[config.mk]
export PLATFORM = sky130hd
export DESIGN_NAME = lpm_ctrl
export DESIGN_NICKNAME = d
export VERILOG_FILES = /design/src/rtl/lpm_pkg.sv /design/src/rtl/lpm_wake.sv /design/src/rtl/lpm_regs.sv /design/src/rtl/lpm_ctrl.sv
export SDC_FILE = /design/constraint.sdc
export NUM_CORES = 1
export LEC_CHECK = 0
export BUFFER_PORTS_ARGS = -buffer_cell sky130_fd_sc_hd__buf_2
export CAP_MARGIN = 30
export CORE_AREA = 2 2 44 46
export CTS_BUF_LIST = sky130_fd_sc_hd__clkbuf_4 sky130_fd_sc_hd__clkbuf_8 sky130_fd_sc_hd__clkbuf_16
export DETAILED_ROUTE_END_ITERATION = 7
export DIE_AREA = 0 0 46 48
export PLACE_DENSITY = 0.91
export RECOVER_POWER = 25
export SLEW_MARGIN = 10
export SYNTH_ARGS = -nofsm -noshare
export SYNTH_HDL_FRONTEND = slang
export SYNTH_SLANG_ARGS = --single-unit
export TNS_END_PERCENT = 1
[constraint.sdc]
create_clock -name clk -period 3.58 [get_ports clk]
set_input_delay 0.537 -clock clk [delete_from_list [all_inputs] [get_ports clk]]
set_output_delay 0.537 -clock clk [all_outputs]
set_load 0.01 [all_outputs]
[src/rtl/lpm_pkg.sv]
package lpm_pkg;

    localparam int NSRC   = 9;
    localparam int MASK_W = 8;

    typedef struct packed {
        logic       dbl;
        logic [2:0] rsv;
        logic       flag_b;
        logic       flag_a;
        logic       pdn;
        logic       idle;
    } ctrl_t;

    typedef struct packed {
        logic pdn_wake;
        logic idle_wake;
    } wake_t;

    // Spread the 8 mask bits over 9 sources; source 1 has no mask bit.
    function automatic logic [NSRC-1:0] spread_mask(input logic [MASK_W-1:0] m);
        logic [NSRC-1:0] v;
        v    = '0;
        v[0] = m[0];
        for (int k = 1; k < MASK_W; k++) begin
            v[k+1] = m[k];
        end
        return v;
    endfunction

    function automatic logic [7:0] ctrl_to_byte(input ctrl_t c);
        return {c.dbl, 3'b000, c.flag_b, c.flag_a, c.pdn, c.idle};
    endfunction

endpackage

[src/rtl/lpm_wake.sv]
module lpm_wake
    import lpm_pkg::*;
(
    input  logic [NSRC-1:0]   irq_req,
    input  logic [NSRC-1:0]   irq_en,
    input  logic [MASK_W-1:0] wake_mask,
    input  logic              pdn_q,
    input  logic              idle_q,
    output wake_t             wake
);
    logic [NSRC-1:0] mask_vec;

    always_comb begin
        mask_vec       = spread_mask(wake_mask);
        wake.pdn_wake  = pdn_q & (|(irq_req & mask_vec));
        // Interrupt logic is stopped during power-down, so idle cannot end then.
        wake.idle_wake = idle_q & ~pdn_q & (|(irq_req & irq_en));
    end
endmodule

[src/rtl/lpm_regs.sv]
module lpm_regs
    import lpm_pkg::*;
#(
    parameter int              ADDR_W    = 8,
    parameter logic [ADDR_W-1:0] CTRL_ADDR = 8'h20,
    parameter logic [ADDR_W-1:0] MASK_ADDR = 8'h21
) (
    input  logic              clk,
    input  logic              rst,
    input  logic [ADDR_W-1:0] bus_addr,
    input  logic              bus_we,
    input  logic [7:0]        bus_wdata,
    output logic [7:0]        bus_rdata,
    input  wake_t             wake,
    output ctrl_t             ctrl_q,
    output logic [MASK_W-1:0] mask_q
);
    logic ctrl_hit, mask_hit;

    assign ctrl_hit = bus_we && (bus_addr == CTRL_ADDR);
    assign mask_hit = bus_we && (bus_addr == MASK_ADDR);

    always_ff @(posedge clk) begin
        if (rst) begin
            ctrl_q <= '0;
            mask_q <= '0;
        end else begin
            if (ctrl_hit) begin
                ctrl_q.dbl    <= bus_wdata[7];
                ctrl_q.rsv    <= 3'b000;
                ctrl_q.flag_b <= bus_wdata[3];
                ctrl_q.flag_a <= bus_wdata[2];
                ctrl_q.pdn    <= bus_wdata[1];
                ctrl_q.idle   <= bus_wdata[0];
            end else begin
                if (wake.pdn_wake)  ctrl_q.pdn  <= 1'b0;
                if (wake.idle_wake) ctrl_q.idle <= 1'b0;
            end
            if (mask_hit) begin
                mask_q <= bus_wdata;
            end
        end
    end

    always_comb begin
        if (bus_addr == CTRL_ADDR)      bus_rdata = ctrl_to_byte(ctrl_q);
        else if (bus_addr == MASK_ADDR) bus_rdata = mask_q;
        else                            bus_rdata = 8'h00;
    end
endmodule

[src/rtl/lpm_ctrl.sv]
module lpm_ctrl
    import lpm_pkg::*;
#(
    parameter int                ADDR_W    = 8,
    parameter logic [ADDR_W-1:0] CTRL_ADDR = 8'h20,
    parameter logic [ADDR_W-1:0] MASK_ADDR = 8'h21
) (
    input  logic              clk,
    input  logic              rst,
    input  logic [ADDR_W-1:0] bus_addr,
    input  logic              bus_we,
    input  logic [7:0]        bus_wdata,
    output logic [7:0]        bus_rdata,
    input  logic [8:0]        irq_req,
    input  logic [8:0]        irq_en,
    output logic              cpu_halt,
    output logic              periph_halt,
    output logic              baud_double
);
    ctrl_t             ctrl_q;
    logic [MASK_W-1:0] mask_q;
    wake_t             wake;

    lpm_regs #(
        .ADDR_W   (ADDR_W),
        .CTRL_ADDR(CTRL_ADDR),
        .MASK_ADDR(MASK_ADDR)
    ) u_regs (
        .clk      (clk),
        .rst      (rst),
        .bus_addr (bus_addr),
        .bus_we   (bus_we),
        .bus_wdata(bus_wdata),
        .bus_rdata(bus_rdata),
        .wake     (wake),
        .ctrl_q   (ctrl_q),
        .mask_q   (mask_q)
    );

    lpm_wake u_wake (
        .irq_req  (irq_req),
        .irq_en   (irq_en),
        .wake_mask(mask_q),
        .pdn_q    (ctrl_q.pdn),
        .idle_q   (ctrl_q.idle),
        .wake     (wake)
    );

    always_comb begin
        periph_halt = ctrl_q.pdn;
        cpu_halt    = ctrl_q.pdn | ctrl_q.idle;
        baud_double = ctrl_q.dbl;
    end
endmodule

==> impl_metrics.env <==
export IMPL_layout_cells_most_common_list="sky130_fd_sc_hd__buf_2 (45), sky130_fd_sc_hd__mux2i_1 (17), sky130_fd_sc_hd__nor2_1 (16)"
export IMPL_finalWirelength_um=1945
export IMPL_tightest_slew_ps=1000
export IMPL_timing_critical_path_arrival_ps=2200
export IMPL_worstSetupPathType="in2out"
export IMPL_post_cts_resized=0
export IMPL_finalMaxSlewViolations=0
export IMPL_clock_root_buffer="sky130_fd_sc_hd__clkbuf_4"
export IMPL_die_area_um2=2208
export IMPL_peak_supply_drop_uv=177.4
export IMPL_critical_path_peak_fanout=5
export IMPL_cts_sink_cnt=13
export IMPL_worst_r2r_setup_slack_ps=2530
export IMPL_place_area_um2=985.9
export IMPL_grt_pass1_vias=623
export IMPL_dpl_hpwl_um=1593
export IMPL_worstPathRequired_ps=3040
export IMPL_relSlewSlack_pct=32.69
export IMPL_longest_clk_path_bufs=2
export IMPL_final_fill_count=154
export IMPL_cts_buffers_inserted=3
export IMPL_maxCapViolations=0
export IMPL_cp_endpoint="bus_rdata[7]"
export IMPL_final_net_count=163
export IMPL_fmax_ghz=0.3653
export IMPL_worst_r2r_startpoint="u_regs.mask_q[6]"
export IMPL_mappedNetlistNets=113
export IMPL_floorplan_initialDensity_pct=43.70
export IMPL_timing_reg2reg_worst_path_depth=4
export IMPL_timing_clock_skew_ps=0.8737
export IMPL_grt_remaining_overflow=0
export IMPL_ys_seq_area_share_pct=35.25
export IMPL_io_buffers=47
export IMPL_final_area_um2=996.0
export IMPL_io_pins=48
export IMPL_cts_tree="done"
export IMPL_synthToLayoutAreaGrowth_pct=34.92
export IMPL_worstSkewPairLatency_ps=270
export IMPL_hold_buffers=0
export IMPL_antenna_diode_count=0
export IMPL_drt_iter0_drc=13
export IMPL_floorplan_rows=15
export IMPL_timing_final_setup_violations=0
export IMPL_grtUsageTotal_pct=17.28
export IMPL_gp_congestion=0.8333
export IMPL_start_kind="input pin"
export IMPL_final_worst_path_cycle_share_pct=76.46
export IMPL_fp_dieW_um=46
export IMPL_dr_pass1_iters=4
export IMPL_final_hold_viol_count=0
export IMPL_synth_cells=76
export IMPL_number_of_antenna_violations_at_the_first_check_in_global_routing=0
export IMPL_final_common_cell="sky130_fd_sc_hd__buf_2"
export IMPL_p_leak_nw=0.5955
export IMPL_setup_repair_after_global_routing_missed_its_margin="false"
export IMPL_synth_lib_cells_used_distinct=24
export IMPL_power_per_cell_area_nw_per_um2=272.0
export IMPL_die_height_um=48
export IMPL_setup_worst_path_start="bus_addr[6]"
export IMPL_rr_endpoint="u_regs.ctrl_q[1]"
export IMPL_cts_post_setup_buffers_inserted=0
export IMPL_outcome="finished, final reports clean"
export IMPL_layout_drive_gt1_share_pct=43.20
export IMPL_layout_min_cycle_time_ps=2737
export IMPL_grt_first_pass_wirelength_um=2649
export IMPL_endpoint_kind="output pin"
export IMPL_drc=0
export IMPL_vias=771
export IMPL_post_drt_wl_per_cell_um=13.70
export IMPL_tns_ps=0
export IMPL_avg_inst_size_synth_um2=9.713
export IMPL_hold_class="in2reg"
export IMPL_cts_htree_levels=1
export IMPL_ys_warn_count=0
export IMPL_post_synth_instance_area_um2=738.2
export IMPL_detail_route_antenna_nets=0
export IMPL_synth_seq_cells=13
export IMPL_clock_transition_time_at_the_flip_flop_clock_pins_of_the_worst_setup_and_hold_paths_ps=80
export IMPL_core_region_area_um2=1689
export IMPL_grt_start_max_net_pins=16
export IMPL_vias_per_cell=5.430
==> power breakdown <==
part	switching, mW	internal, mW
registers	0.000143	0.145
clock network	0.0483	0.0414
logic	0.0166	0.0198
==> layout make-up <==
| type | instances | area, um2 | area share (%) |
|---|---|---|---|
| inverter | 1 | 3.754 | 0.3769 |
| clock inverter | 1 | 5.005 | 0.5025 |
| tap | 17 | 21.27 | 2.136 |
| multi-input combinational | 60 | 450.4 | 45.23 |
| clock buffer | 3 | 22.52 | 2.261 |
| sequential | 13 | 260.3 | 26.13 |
| timing repair buffer | 47 | 232.7 | 23.37 |
==> cells in the mapped netlist, drive strengths merged <==
cell / n / area (um2)
nand4: 2 / 27.53
nand2: 1 / 3.750
nor4: 1 / 21.27
and2: 2 / 13.77
nor3b: 1 / 12.51
o22ai: 1 / 6.260
a21oi: 2 / 10.01
or2: 1 / 6.260
inv: 1 / 3.750
clkbuf: 1 / 3.750
dfxtp: 13 / 260.3
nand4b: 1 / 23.77
and3: 3 / 18.77
nand2b: 3 / 18.77
nand3: 1 / 5.000
a222oi: 1 / 10.01
a221oi: 3 / 26.28
nor2: 16 / 60.06
buf: 1 / 5.000
o21ai: 1 / 5.000
a22o: 3 / 26.28
mux2i: 17 / 170.2
==> cells by family after synthesis <==
family,after synthesis,share of synthesized area (%)
mux,17,23.05
compound gates,11,11.36
simple gates,32,28.65
buf+inv,3,1.693
flops,13,35.25
==> how the worst min path moves through the flow <==
stage | startpoint | end | cells past startpoint
3_3_place_gp | u_regs.ctrl_q[2] | u_regs.ctrl_q[2] | 2
4_1_cts | bus_wdata[4] | u_regs.mask_q[4] | 3
3_5_place_dp | u_regs.ctrl_q[2] | u_regs.ctrl_q[2] | 2
5_1_grt | bus_wdata[6] | u_regs.mask_q[6] | 3
6_report | bus_wdata[4] | u_regs.mask_q[4] | 3
2_1_floorplan | u_regs.ctrl_q[2] | u_regs.ctrl_q[2] | 2
==> sequential cells by signal, indices dropped and copies added (netlist names) <==
name / cells
u_regs.mask_q: 8
u_regs.ctrl_q: 5
==> stage by stage <==
stage / hold slack, ps / setup slack (ps) / power (mW) / util (%) / cells
finish: 500.0 / 842.6 / 0.2709 / 58.96 / 142
global route: 507.7 / 666.2 / 0.2828 / 58.96 / 142
CTS: 494.4 / 1359 / 0.2752 / 60.00 / 142
detailed placement: 484.2 / 1370 / 0.1859 / 58.37 / 138
global placement: 474.8 / 1391 / 0.1850 / 58.37 / 138
floorplan: 462.7 / 1675 / 0.1606 / - / 76
==> layer usage <==
layer	wire length [um]	global-route usage (%)	vias to the layer above
li1	-	-	379
met3	213	3.396	0
met2	964	28.89	48
met4	0	6.857	0
met1	767	21.87	344
met5	0	0	-
==> critical path, cell delays in order <==
cell	delay, ps
sky130_fd_sc_hd__buf_2	100
sky130_fd_sc_hd__nor4_1	850
sky130_fd_sc_hd__nand2_1	360
sky130_fd_sc_hd__nor2_1	210
sky130_fd_sc_hd__buf_2	150
Note: power is estimated with default switching activity, not from simulation.
